`src/rtl/pgb_pkg.sv`:
```
package pgb_pkg;
  localparam int PGB_PAGES  = 16;
  localparam int PGB_GROUPS = 8;
  localparam int PGB_BANK_W = 2;
  localparam int PGB_WORD_W = 16;

  typedef enum logic [1:0] {
    SPD_NORMAL  = 2'd0,
    SPD_TURBO   = 2'd1,
    SPD_REFETCH = 2'd2
  } spd_t;

  typedef struct packed {
    logic       hit;
    logic [1:0] bank;
  } bsel_t;

  // Pages that own or feed a bank register (0x3 feeds the 0x5 register).
  function automatic logic page_switchable(input logic [3:0] pg);
    return (pg >= 4'h3);
  endfunction

  // Pages whose output follows a register (0x3 is locked to bank 1).
  function automatic logic page_visible(input logic [3:0] pg);
    return (pg >= 4'h4);
  endfunction

  // Group index: 0=p4 1=p3/p5 2=p6 3=p7 4..7=port pairs
  function automatic logic [2:0] page_group(input logic [3:0] pg);
    logic [2:0] g;
    case (pg)
      4'h4:       g = 3'd0;
      4'h3, 4'h5: g = 3'd1;
      4'h6:       g = 3'd2;
      4'h7:       g = 3'd3;
      default:    g = (pg >= 4'h8) ? {1'b1, pg[2:1]} : 3'd0;
    endcase
    return g;
  endfunction

  function automatic bsel_t decode_bank(input logic [9:0] ins);
    bsel_t r;
    r.hit  = (ins[9:8] == 2'b01) && (ins[5:0] == 6'd0);
    r.bank = {ins[6], ins[7]};
    return r;
  endfunction

  function automatic spd_t decode_speed(input logic [1:0] sb, input logic ten);
    spd_t m;
    if (sb[1])      m = SPD_REFETCH;
    else if (sb[0]) m = SPD_NORMAL;
    else            m = ten ? SPD_TURBO : SPD_NORMAL;
    return m;
  endfunction
endpackage

```
`src/rtl/pgb_opcode_dec.sv`:
```
module pgb_opcode_dec
  import pgb_pkg::*;
#(
  parameter int WORD_W = PGB_WORD_W,
  parameter int BANK_W = PGB_BANK_W
)(
  input  logic [WORD_W-1:0] word,
  input  logic [3:0]        page,
  input  logic              turbo_en,
  output logic              sw_hit,
  output logic [BANK_W-1:0] sw_bank,
  output logic [2:0]        sw_group,
  output spd_t              spd_next
);
  localparam int INS_W = 10;
  bsel_t dec;
  logic  rsv_unused;

  assign rsv_unused = ^{word[WORD_W-1:WORD_W-2], word[INS_W+1:INS_W]};

  always_comb begin
    dec      = decode_bank(word[INS_W-1:0]);
    sw_hit   = dec.hit && page_switchable(page);
    sw_bank  = BANK_W'(dec.bank);
    sw_group = page_group(page);
    spd_next = decode_speed(word[INS_W+3:INS_W+2], turbo_en);
  end
endmodule

```
`src/rtl/pgb_group_regs.sv`:
```
module pgb_group_regs
  import pgb_pkg::*;
#(
  parameter int GROUPS = PGB_GROUPS,
  parameter int BANK_W = PGB_BANK_W
)(
  input  logic                     clk,
  input  logic                     rst_n,
  input  logic                     sleep_in,
  input  logic [GROUPS-1:0]        wr_en,
  input  logic [BANK_W-1:0]        wr_bank,
  output logic [GROUPS*BANK_W-1:0] grp_bank
);
  for (genvar g = 0; g < GROUPS; g++) begin : g_reg
    logic [BANK_W-1:0] q;
    always_ff @(posedge clk or negedge rst_n) begin
      if (!rst_n)        q <= '0;
      else if (sleep_in) q <= '0;
      else if (wr_en[g]) q <= wr_bank;
    end
    assign grp_bank[g*BANK_W +: BANK_W] = q;
  end
endmodule

```
`src/rtl/pgb_page_map.sv`:
```
module pgb_page_map
  import pgb_pkg::*;
#(
  parameter int PAGES  = PGB_PAGES,
  parameter int GROUPS = PGB_GROUPS,
  parameter int BANK_W = PGB_BANK_W
)(
  input  logic [GROUPS*BANK_W-1:0] grp_bank,
  output logic [PAGES*BANK_W-1:0]  page_bank
);
  for (genvar p = 0; p < PAGES; p++) begin : g_page
    localparam logic [3:0] PG  = 4'(p);
    localparam int         GRP = int'(page_group(PG));
    if (page_visible(PG)) begin : g_map
      assign page_bank[p*BANK_W +: BANK_W] = grp_bank[GRP*BANK_W +: BANK_W];
    end else begin : g_fixed
      assign page_bank[p*BANK_W +: BANK_W] = '0;
    end
  end
endmodule

```
`src/rtl/pgb_top.sv`:
```
module pgb_top
  import pgb_pkg::*;
#(
  parameter int PAGES  = PGB_PAGES,
  parameter int GROUPS = PGB_GROUPS,
  parameter int BANK_W = PGB_BANK_W,
  parameter int WORD_W = PGB_WORD_W
)(
  input  logic                    clk,
  input  logic                    rst_n,
  input  logic                    fetch_vld,
  input  logic [3:0]              fetch_page,
  input  logic [WORD_W-1:0]       fetch_word,
  input  logic                    sleep_in,
  input  logic                    turbo_en,
  output logic [PAGES*BANK_W-1:0] page_bank,
  output logic [1:0]              spd_mode
);
  localparam int GRP_W = $clog2(GROUPS);

  logic                     sw_hit;
  logic [BANK_W-1:0]        sw_bank;
  logic [2:0]               sw_group;
  spd_t                     spd_next;
  spd_t                     spd_q;
  logic [GROUPS-1:0]        grp_wr;
  logic [GROUPS*BANK_W-1:0] grp_bank;

  pgb_opcode_dec #(.WORD_W(WORD_W), .BANK_W(BANK_W)) u_dec (
    .word(fetch_word), .page(fetch_page), .turbo_en(turbo_en),
    .sw_hit(sw_hit), .sw_bank(sw_bank), .sw_group(sw_group),
    .spd_next(spd_next)
  );

  always_comb begin
    grp_wr = '0;
    for (int g = 0; g < GROUPS; g++)
      grp_wr[g] = fetch_vld && sw_hit && (GRP_W'(sw_group) == GRP_W'(g));
  end

  pgb_group_regs #(.GROUPS(GROUPS), .BANK_W(BANK_W)) u_regs (
    .clk(clk), .rst_n(rst_n), .sleep_in(sleep_in),
    .wr_en(grp_wr), .wr_bank(sw_bank), .grp_bank(grp_bank)
  );

  pgb_page_map #(.PAGES(PAGES), .GROUPS(GROUPS), .BANK_W(BANK_W)) u_map (
    .grp_bank(grp_bank), .page_bank(page_bank)
  );

  always_ff @(posedge clk or negedge rst_n) begin
    if (!rst_n)         spd_q <= SPD_NORMAL;
    else if (fetch_vld) spd_q <= spd_next;
  end
  assign spd_mode = spd_q;
endmodule

```
`config.mk`:
```
export PLATFORM = sky130hd
export DESIGN_NAME = pgb_top
export DESIGN_NICKNAME = d
export VERILOG_FILES = /design/src/rtl/pgb_pkg.sv /design/src/rtl/pgb_opcode_dec.sv /design/src/rtl/pgb_group_regs.sv /design/src/rtl/pgb_page_map.sv /design/src/rtl/pgb_top.sv
export SDC_FILE = /design/constraint.sdc
export NUM_CORES = 1
export LEC_CHECK = 0
export BUFFER_PORTS_ARGS = -buffer_cell sky130_fd_sc_hd__buf_4
export CORE_MARGIN = 1
export CORE_UTILIZATION = 35
export DETAILED_ROUTE_END_ITERATION = 8
export GPL_TIMING_DRIVEN = 0
export PLACE_DENSITY = 0.66
export SLEW_MARGIN = 0
export SYNTH_ARGS = -nofsm -noshare
export SYNTH_HDL_FRONTEND = slang
export SYNTH_SLANG_ARGS = --single-unit
```
`constraint.sdc`:
```
create_clock -name clk -period 1 [get_ports clk]
set_input_delay 0 -clock clk [delete_from_list [all_inputs] [get_ports clk]]
set_output_delay 0 -clock clk [all_outputs]
set_load 0.01 [all_outputs]
```
### Yosys cells after proc, flatten, opt, wreduce, memory -nomap -nowiden

Index checks and enable logic that the tools add are counted.

* bits in registers: 18
* bits in latches: 0
* bits in writable memories: 0
* bits in read-only memories: 0
* output and inout port bits: 34
* logic and storage cells: 67
* memories: 0

* $add $sub $neg: 0
* multiply operators: 0
* div/mod/pow operators: 0
* magnitude comparators: 2
* eq/ne operators: 13
* shift-type cells: 0
* multiplexer cells: 21
* bitwise gates (word level): 0
* reduce and logical (&&, ||, !) cells: 22

Operators by type and width (number)
* two-way mux 2 bit: 18
* == test 4 x 3 -> 1 bit, second input constant: 4
* nonzero test 2 bit: 8
* == test 3 bit, second input constant: 4
* case mux 3 bit (4 select lines): 1
* logical AND 1 bit: 11
* == test 3 x 2 -> 1 bit, second input constant: 2
* logical NOT 6 bit: 1
* == test 4 x 2 -> 1 bit, second input constant: 1
* >= comparator 4 x 2 -> 1 bit, second input constant: 1
* >= comparator 4 bit, second input constant: 1
* == test 3 x 1 -> 1 bit, second input constant: 1
* logical NOT 3 bit: 1
* two-way mux 3 bit: 1
* == test 2 x 1 -> 1 bit, second input constant: 1
* OR reduction 2 bit: 1
* two-way mux 1 bit: 1

### Longest topological paths before layout

Gate-level depths: netlist of run 1.

* word-level depth: 7
* gate-level depth with buffers: 3
* depth with buffers taken out: 3

### Cells and area by module

Synthesis of run 1 repeated with hierarchy kept, for this count alone.

* cells, all modules: 114
* area, all modules: 1121.1 µm²

Modules (own cells, without submodules)
* pgb_group_regs: instances 1, cells each 52, area each 656.9 µm², sequential area each 400.4 µm²
* pgb_page_map: instances 1, cells each 33, area each 244.0 µm², sequential area each 0.0 µm²
* pgb_top: instances 1, cells each 17, area each 133.9 µm², sequential area each 50.0 µm²
* pgb_opcode_dec: instances 1, cells each 12, area each 86.3 µm², sequential area each 0.0 µm²

### Worst setup path before layout of run 1

OpenSTA, ideal clock, no wires.

* path type: input -> register
* start: input fetch_word[3]
* end: register u_regs.g_reg[1].q[0]
* setup time: 0.133 ns
* arrival time: 0.751 ns
* path slack: 0.116 ns
* stages: 3
* cells stage by stage: nor4b_4 > nand4_1 > mux2i_1

* longest elaborated chain between the ends: 6

RTL lines
* start: declaration: RTL line pgb_top.sv:13 `input logic [WORD_W-1:0] fetch_word,`
* logical NOT 6 bit: RTL line pgb_pkg.sv:43 `r.hit = (ins[9:8] == 2'b01) && (ins[5:0] == 6'd0);`
* logical AND 1 bit: RTL line pgb_pkg.sv:43
* logical AND 1 bit: RTL line pgb_opcode_dec.sv:23 `sw_hit = dec.hit && page_switchable(page);`
* logical AND 1 bit (2 in series): RTL line pgb_top.sv:38 `grp_wr[g] = fetch_vld && sw_hit && (GRP_W'(sw_group) == GRP_W'(g));`
* nonzero test 2 bit (no source line)
* end signal: assignment: RTL line pgb_group_regs.sv:19 `else if (wr_en[g]) q <= wr_bank;`
* end: declaration: RTL line pgb_group_regs.sv:15 `logic [BANK_W-1:0] q;`

Every way passes these cells.
A chain may end at the register's enable or synchronous reset.

### Worst setup path in the final report of run 1

* start: register u_regs.g_reg[5].q[1]
* end: output page_bank[23]

RTL lines
* start: declaration: RTL line pgb_group_regs.sv:15
* start signal: assignment: RTL line pgb_group_regs.sv:19
* end: declaration: RTL line pgb_top.sv:16 `output logic [PAGES*BANK_W-1:0] page_bank,`

No word-level cell between the ends.

==> metrics list, run 1 <==
- The run finished, with violations left.
- Violated checks: design-rule violations
- Reported max-cap violation count: 0
* Number of global-route vias before repair: 865
- For this run, the leading register cell type out of synthesis is sky130_fd_sc_hd__dfrtp_1.
- Path depth of the worst reg2reg path: 3
- Fill cells in the final layout number 254.
- Internal power: about 1.0 mW
* Y dimension of the die: 57.0 um
- The worst path meets setup with between 40 and 50 ps of slack.
- At the placement stage, the worst setup path has a slack of -192 ps.
- Asr flop ratio synth: 100%
* Post-Route WL: 2.44 mm
- Distinct cells, synth: 22
* Area share of the largest cell type after synthesis: a little over two fifths
- Unrepaired setup endpoints after global routing: false
* Number of flops mapped to enable cells by yosys: 0
- Post-synthesis area per instance: 10.9 um2
- Net switching share of the total power: 24.0%
- Setup violations remaining at the end of the flow were counted as 0.
* Highest metal used: met4
* Clock buffer depth: 2
- The synthesized design contains 18 register bits.
- In this run the cell area measured after placement is roughly 1500 um2.
- Arrival @ worst endpoint: 960 ps
* First-pass GRT wire length: roughly 3.8 mm
- The number of pins with negative max-slew slack in the final report came to 0.
* Series of cell instances along the critical path: buf_4 -> buf_4
* Count of port buffers added during placement: 46
* Cell area after technology mapping: 1060 um2
- TritonCTS built the clock tree.
- Worst reg2reg setup slack: between 200 and 250 ps
- Share of the clock period used by the worst path after layout: between 90% and 100%
* Sum of buffers and inverters on the critical path: 2
* Part of the Yosys area used for sequential elements: 42.6%
- After routing, the total negative slack on setup checks comes to 0 ps.
- Wire segments on met2 add up to ~1.2 mm in the final route.
- Clock-pin slew was measured on the worst setup and hold paths at 100 ps.
* Max Fanout on Critical Path: 3
* Number of remaining DRC errors: 6
- Power density over cell area: ~850 nW/um2
* Library cell contributing the largest single delay on the critical path: sky130_fd_sc_hd__dfrtp_1
- Core Rows: 19
- Once the floorplan was initialized, standard cells occupied a little under two fifths of the core.
* Final global-route overflow total: 0
* Clock latency at the later pin of the worst-skew pair: ~280 ps
- At the end of routability-driven placement, the weighted congestion stood at 0.748.
* Crit path required time: 1000 ps
- Finished Cell Area: approximately 1500 um2
- The worst setup path is captured at an output pin.
- By area the synthesized netlist is led by sky130_fd_sc_hd__dfrtp_1 43%, sky130_fd_sc_hd__mux2i_1 15%, sky130_fd_sc_hd__buf_4 11%, sky130_fd_sc_hd__nand2b_1 11%, sky130_fd_sc_hd__nand4_1 4.7%.
- The pre-antenna-repair detailed-routing pass consisted of 6 iterations.
- Slew headroom: about 67%
* Placed wire-length estimate after detailed placement: roughly 1.8 mm
- Final nets: roughly 190
* Synth cell count leaders: 18 x sky130_fd_sc_hd__dfrtp_1, 18 x sky130_fd_sc_hd__nand2b_1, 16 x sky130_fd_sc_hd__buf_4, 16 x sky130_fd_sc_hd__mux2i_1, 8 x sky130_fd_sc_hd__nand4_1
- Between clock sinks in the finished design, the worst skew comes to 0 ps.
- The floorplan step set the die width to approximately 57 um.
- The synthesized design spends more area on one cell type than any other, namely sky130_fd_sc_hd__dfrtp_1.
- Clock share of power: 26.3%
- Number of warnings reported in the yosys synthesis log: 0
- WL met1: 1.03 mm
- Counting buffers and inverters, the worst setup path is 2 cells deep.
- Global-route usage over all layers: roughly 15%
- Most frequent cell on the critical path: sky130_fd_sc_hd__buf_4
* Maximum clock frequency: 1050 MHz
- IR Drop Worst-Case VDD: a little over 700 uV
* Area of the core: between 2000 and 3000 um2
* Area grow syn2layout: 46.4%
- Transition time at the pin with the least slew margin: about 500 ps
- DR WL/cell: ~13 um
* Post-detailed-route count of antenna-violating nets: 0
- Sequential fraction of design power: a little under three fifths
- Summed over all nets, the switching power comes to 316 uW.
- Combinational share of power: approximately 18%
- Met3 Wirelength: about 150 um
* Crit path launch type: flop
- The number of hold-slack violations in the final timing report was 0.
* Startpoint of the worst setup timing path: u_regs.g_reg[5].q[1]$_DFFE_PN0P_
- Critical R2R Launch: u_regs.g_reg[5].q[0]$_DFFE_PN0P_
* Standby leakage power: 0.891 nW
* Top Family by Delay on Critical Path: flip-flops
- Worst setup path class: reg -> out
- Number of buffers created by CTS: 3
- Diodes inserted: 0
- Clock tree root driver cell: sky130_fd_sc_hd__clkbuf_4
- For this design, the sink count on the clock tree is 18.
- Vias: between 800 and 900
- Entering global routing, the biggest net connects 19 pins.
- The smallest clock period supported by the final layout is computed as between 900 and 1000 ps.
- Share of cells above drive strength 1: 43.4%
* Worst setup path end: page_bank[23]
- Biggest cell delay along the critical path: 410 ps
- H-Tree Depth: 1
- Iteration-0 DRC count of the detailed router: 28
* Class of the worst hold path: in -> reg
- The initial antenna violation count came to 0.
- The endpoint identified for the worst register-to-register timing path is u_regs.g_reg[5].q[0]$_DFFE_PN0P_.
- In this run the count of I/O pins placed on the die edge is 59.
- Full die area: ~3200 um2
- Vias per cell: roughly 4.7
- Synthesis produced 97 cells.
worst min path at each step:
stage / depth (start not counted) / slack [ps] / end / from
after CTS: 3 / 30 / u_regs.g_reg[5].q[1]$_DFFE_PN0P_ / sleep_in
after global placement: 1 / -120 / u_regs.g_reg[4].q[1]$_DFFE_PN0P_ / rst_n
after detailed placement: 1 / -120 / u_regs.g_reg[4].q[1]$_DFFE_PN0P_ / rst_n
after floorplan: 0 / -300 / spd_mode[0]$_DFFE_PN0P_ / rst_n
final: 3 / 40 / u_regs.g_reg[5].q[1]$_DFFE_PN0P_ / sleep_in
after global routing: 3 / 30 / u_regs.g_reg[5].q[1]$_DFFE_PN0P_ / sleep_in
cell type report:
class                      instances  area [um2]  area share (%)
tap                               31        38.8            2.51
sequential                        18         450            29.1
multi-input combinational         66         498            32.2
timing repair buffer              53         410            26.5
clock buffer                       3        22.5            1.46
buffer                            18         124            8.00
inverter                           1        3.75           0.243
stage by stage:
| stage | hold WS [ps] | util (%) | total power, mW | cells |
|---|---|---|---|---|
| final | 35.3 | 55.2 | 1.32 | 190 |
| after global routing | 31.8 | 55.2 | 1.38 | 190 |
| after CTS | 26.2 | 54.9 | 1.34 | 189 |
| after detailed placement | -115 | 52.3 | 0.969 | 181 |
| after global placement | -120 | 52.3 | 0.964 | 181 |
| after floorplan | -296 | - | 0.850 | 104 |
metal layers:
| layer | global-route usage (%) | vias up |
|---|---|---|
| met3 | 2.72 | 2 |
| met1 | 18.0 | 419 |
| met4 | 3.14 | 0 |
| met5 | 0 | - |
| li1 | - | 439 |
| met2 | 28.1 | 29 |
flip-flops by register name, indices dropped and copies added (netlist names):
name	flops
u_regs.g.q	16
spd_mode	2
cells in the final DEF, fill, tap and decap left out, drive strengths merged, types with 2 or more instances in the layout:
master / count
nor4b: 2
nand4: 8
dlygate4sd3: 5
mux2i: 16
nand2b: 18
nor4bb: 2
clkbuf: 6
conb: 8
and3b: 2
dfrtp: 18
buf: 63
power groups by stage:
stage / Clock [mW] / Sequential, mW / Combinational [mW]
CTS: 0.366 / 0.737 / 0.233
global placement: 0 / 0.751 / 0.213
floorplan: 0 / 0.755 / 0.0951
finish: 0.346 / 0.738 / 0.233
global route: 0.392 / 0.738 / 0.253
detailed placement: 0 / 0.752 / 0.218
worst register-to-register path, cell delays in order (launching register included):
cell                       delay, ps
sky130_fd_sc_hd__dfrtp_1         410
sky130_fd_sc_hd__buf_4           140
sky130_fd_sc_hd__nand2b_1         50
sky130_fd_sc_hd__mux2i_1          70
logic make-up after synthesis:
logic type / share of synthesized area, %
muxes: 16.2
other: 0.355
xor gates and xnor gates: 0.829
and+or+nand+nor: 26.7
DFF: 42.6
buffers and inverters: 12.8
AOI/OAI and AO/OA: 0.473
timing repair:
item	CTS	global route
hold endpoints to repair	20	0
hold buffers	5	0
setup buffers	0	2
endpoints found under the setup margin	0	2
gates resized for setup	0	0
No activity file was read; power rests on OpenSTA's default activity.
==> run 2: changes to the inputs <==
--- a/config.mk
+++ b/config.mk
@@ -10,7 +10,7 @@
 export CORE_UTILIZATION = 35
 export DETAILED_ROUTE_END_ITERATION = 8
 export GPL_TIMING_DRIVEN = 0
-export PLACE_DENSITY = 0.66
+export PLACE_DENSITY = 0.68
 export SLEW_MARGIN = 0
 export SYNTH_ARGS = -nofsm -noshare
 export SYNTH_HDL_FRONTEND = slang
==> constraint.sdc (replaced) <==
create_clock -name clk -period 0.8 [get_ports clk]
set_input_delay 0 -clock clk [delete_from_list [all_inputs] [get_ports clk]]
set_output_delay 0 -clock clk [all_outputs]
set_load 0.01 [all_outputs]
==> run 2 against run 1 <==
Against the previous run:
- the run ends with design-rule violations, negative setup slack left
- core utilization increased by 7.4 points
- first-iteration DRC count is the same
- cell area grew 13%
- clock skew unchanged
- sequential share of layout area decreased by 3.4 points
- via count up 5.3%
- worst setup slack got worse by 210 ps
- hold slack got worse by 17 ps
- critical path depth unchanged
- die area stayed put
==> metrics list, run 2 (synthesis gave the netlist of run 1 again) <==
- Maximum clock frequency: ~1000 MHz
* Crit path required time: 800 ps (was 1000 ps)
* Clock latency at the later pin of the worst-skew pair: 290 ps (was 280 ps)
* Area grow syn2layout: 66.0% (was 46.4%)
- After layout, the minimum clock period comes to about 970 ps.
- The global-route wire length before repair came to 3.91 mm (was 3.83 mm).
- Clock Pin Slew Worst Setup and Hold Paths: 100 ps (about the same)
* Antenna violations before repair: 0 (unchanged)
* Power after layout: 1.68 mW (was 1.32 mW)
- Highest metal used: met4 (unchanged)
* Final Setup Violations: 30 (was 0)
- The TritonCTS clock tree was built (unchanged).
- The number of DRC violations after detailed-routing iteration 0 was 28 (unchanged).
- The placeable core area came to 2810 um2 (unchanged).
- Violated checks: design-rule violations, negative setup slack (was design-rule violations)
- Met2 WL: 1.25 mm (about the same)
- The flip-flop count of the largest register after layout was 16 (unchanged).
- The library cell appearing most often on the critical path is sky130_fd_sc_hd__buf_6 (was sky130_fd_sc_hd__buf_4).
- The routed length on met1 is 1.12 mm (was 1.03 mm).
- The average wire per standard cell was 12.9 um (was 12.8 um).
- PnR worst setup slack: -171 ps (was 44.0 ps)
- Run status: finished with violations (unchanged)
* Final Max Tran Viols: 0 (unchanged)
- The number of antenna repair diodes is 0 (unchanged).
- Endpoint, Worst Hold: u_regs.g_reg[7].q[0]$_DFFE_PN0P_ (was u_regs.g_reg[5].q[1]$_DFFE_PN0P_)
- The length in cells of the worst reg-to-reg path came to 4 (was 3).
* Crit path launch type: flop (unchanged)
- The number of placed I/O pins was 59 (unchanged).
- Final cell count without fillers: 198 (was 190)
* Unrepaired setup endpoints after global routing: true (was false)
* Standby leakage power: 0.972 nW (was 0.891 nW)
- Power density over cell area: 954 nW/um2 (was 851 nW/um2)
* Cell count of the worst hold path: 3 (unchanged)
- Worst reg2reg setup slack: -130 ps (was 210 ps)
- TritonCTS sink count: 18 (unchanged)
- The startpoint of the worst hold path is sleep_in (unchanged).
- The via-per-instance ratio was 4.73 (was 4.68).
* Commonest non-fill, non-tap cell in the layout: sky130_fd_sc_hd__buf_6 (was sky130_fd_sc_hd__buf_4)
- Share of cells above drive strength 1: 46.1% (was 43.4%)
- The register with the highest flop count is u_regs.g.q (unchanged).
- The classification of the worst setup path is reg -> out (unchanged).
- Final worst clock skew: 0 ps (unchanged)
- Routability congestion estimate: 0.843 (was 0.748)
* Number of iterations in the first detailed-routing pass: 6 (unchanged)
* IR Drop Worst-Case VDD: 699 uV (was 723 uV)
- Library cell contributing the largest single delay on the critical path: sky130_fd_sc_hd__dfrtp_1 (unchanged)
- Core Rows: 19 (unchanged)
- Class of the worst hold path: in -> reg (unchanged)
* Clock tree root driver cell: sky130_fd_sc_hd__clkbuf_4 (unchanged)
- Vias: 936 (was 889)
* Y dimension of the die: 57.0 um (unchanged)
- The critical path's top delay family is flip-flops (unchanged).
- Series of cell instances along the critical path: buf_6 -> buf_6 (was buf_4 -> buf_4)
- The number of max-capacitance violations reported came to 0 (unchanged).
- Number of global-route vias before repair: 872 (was 865)
* Initial cell density of the core: 37.7% (unchanged)
- The placed wire-length estimate is 1.78 mm (was 1.80 mm).
* Horiz. Die Dim: 57.0 um (unchanged)
- The total congestion overflow is 0 (unchanged).
- The longest individual stage delay on the worst path was 440 ps (was 410 ps).
* Post-detailed-route count of antenna-violating nets: 0 (unchanged)
- The number of nets at the end of the flow is 194 (was 186).
- Arrival @ worst endpoint: 970 ps (was 960 ps)
- The full die area came to 3240 um2 (unchanged).
- Critical R2R Launch: u_regs.g_reg[6].q[0]$_DFFE_PN0P_ (was u_regs.g_reg[5].q[0]$_DFFE_PN0P_)
- The count of unresolved DRC violations after routing came to 8 (was 6).
- Number of buffers created by CTS: 3 (unchanged)
* Max Fanout on Critical Path: 3 (unchanged)
- Hold Violations, Final: 0 (unchanged)
* Count of cell instances traversed by the critical path: 2 (unchanged)
- Met3 Wirelength: 149 um (was 150 um)
- The count of buffers from port buffering came to 46 (unchanged).
- The overall track demand over capacity in global routing is 15.7% (was 15.0%).
- The maximum number of buffers from clock root to sink was 2 (unchanged).
- Sum of buffers and inverters on the critical path: 2 (unchanged)
- Commonest non-fill, non-tap cells in the layout: 37 x sky130_fd_sc_hd__buf_6, 34 x sky130_fd_sc_hd__buf_4, 18 x sky130_fd_sc_hd__nand2b_1, 18 x sky130_fd_sc_hd__dfrtp_1, 16 x sky130_fd_sc_hd__mux2i_1 (was 63 x sky130_fd_sc_hd__buf_4, 18 x sky130_fd_sc_hd__nand2b_1, 18 x sky130_fd_sc_hd__dfrtp_1, 16 x sky130_fd_sc_hd__mux2i_1).
- Setup Slack @ Placement: -376 ps (was -192 ps)
* Maximum number of pins on one net before global-route repair: 19 (unchanged)
- Number of instances in the placed design: 181 (unchanged)
- H-Tree Depth: 1 (unchanged)
- Share of the clock period used by the worst path after layout: 121%
- The endpoint of the worst register-to-register path is u_regs.g_reg[6].q[0]$_DFFE_PN0P_ (was u_regs.g_reg[5].q[0]$_DFFE_PN0P_).
* Post-Route WL: 2.55 mm (was 2.44 mm)
- Sort of element at the end of the critical path: output pin (unchanged)
-- run 2: cell count changes in the layout (fill, tap and decap cells not counted), sizes merged --
cell / delta
buf: +8
dlygate4sd3: -1
dlymetal6s4s: +1
-- run 2: repair_timing --
action | CTS | global route
resized for setup | 33 | 6
gates cloned | 0 | 0
pin swaps | 1 | 3
setup buffers | 6 | 3
setup endpoints to repair | 42 | 34
hold endpoints to repair | 20 | 0
hold buffers | 5 | 0
-- run 2: per-stage QoR --
step                      util (%)  TNS (ps)  hold WS [ps]  area [um2]
after floorplan                  -     -1160          -296        1080
after global placement        52.3     -5300          -121        1470
after detailed placement      52.3     -5690          -110        1470
after CTS                     61.0     -2270          10.8        1710
after global routing          62.6     -3100          29.9        1760
final                         62.6     -2110          18.6        1760
-- run 2: worst min-delay path, delay by kind of cell --
kind / cells / cell delay, ps
buffers and inverters: 1 / 120
and+or+nand+nor: 1 / 100
muxes: 1 / 60
-- run 2: final cells by class --
type                            count  area [um2]
Inverter                            1        3.75
Fill cell                         240        1050
Sequential cell                    18         450
Timing Repair Buffer               60         574
Multi-Input combinational cell     66         504
Buffer                             19         161
Tap cell                           31        38.8
Clock buffer                        3        22.5
-- run 2: layer usage --
layer	global-route usage, %	vias to the layer above
met5	0	-
met4	7.32	0
met3	2.27	4
met2	25.0	36
met1	21.0	439
li1	-	457
-- run 2: power breakdown --
group / switching (mW) / total (mW) / internal [mW]
Clock: 0.272 / 0.448 / 0.175
Sequential: 0.00545 / 0.923 / 0.917
Combinational: 0.136 / 0.305 / 0.170
-- run 2: how the worst max path moves through the flow --
stage	start	slack (ps)	end
2_1_floorplan	fetch_word[0]	-80	u_regs.g_reg[0].q[0]$_DFFE_PN0P_
3_3_place_gp	fetch_word[0]	-360	u_regs.g_reg[5].q[0]$_DFFE_PN0P_
3_5_place_dp	fetch_word[0]	-380	u_regs.g_reg[5].q[0]$_DFFE_PN0P_
4_1_cts	u_regs.g_reg[4].q[1]$_DFFE_PN0P_	-170	page_bank[19]
5_1_grt	u_regs.g_reg[6].q[0]$_DFFE_PN0P_	-200	page_bank[26]
6_report	u_regs.g_reg[6].q[0]$_DFFE_PN0P_	-170	page_bank[26]
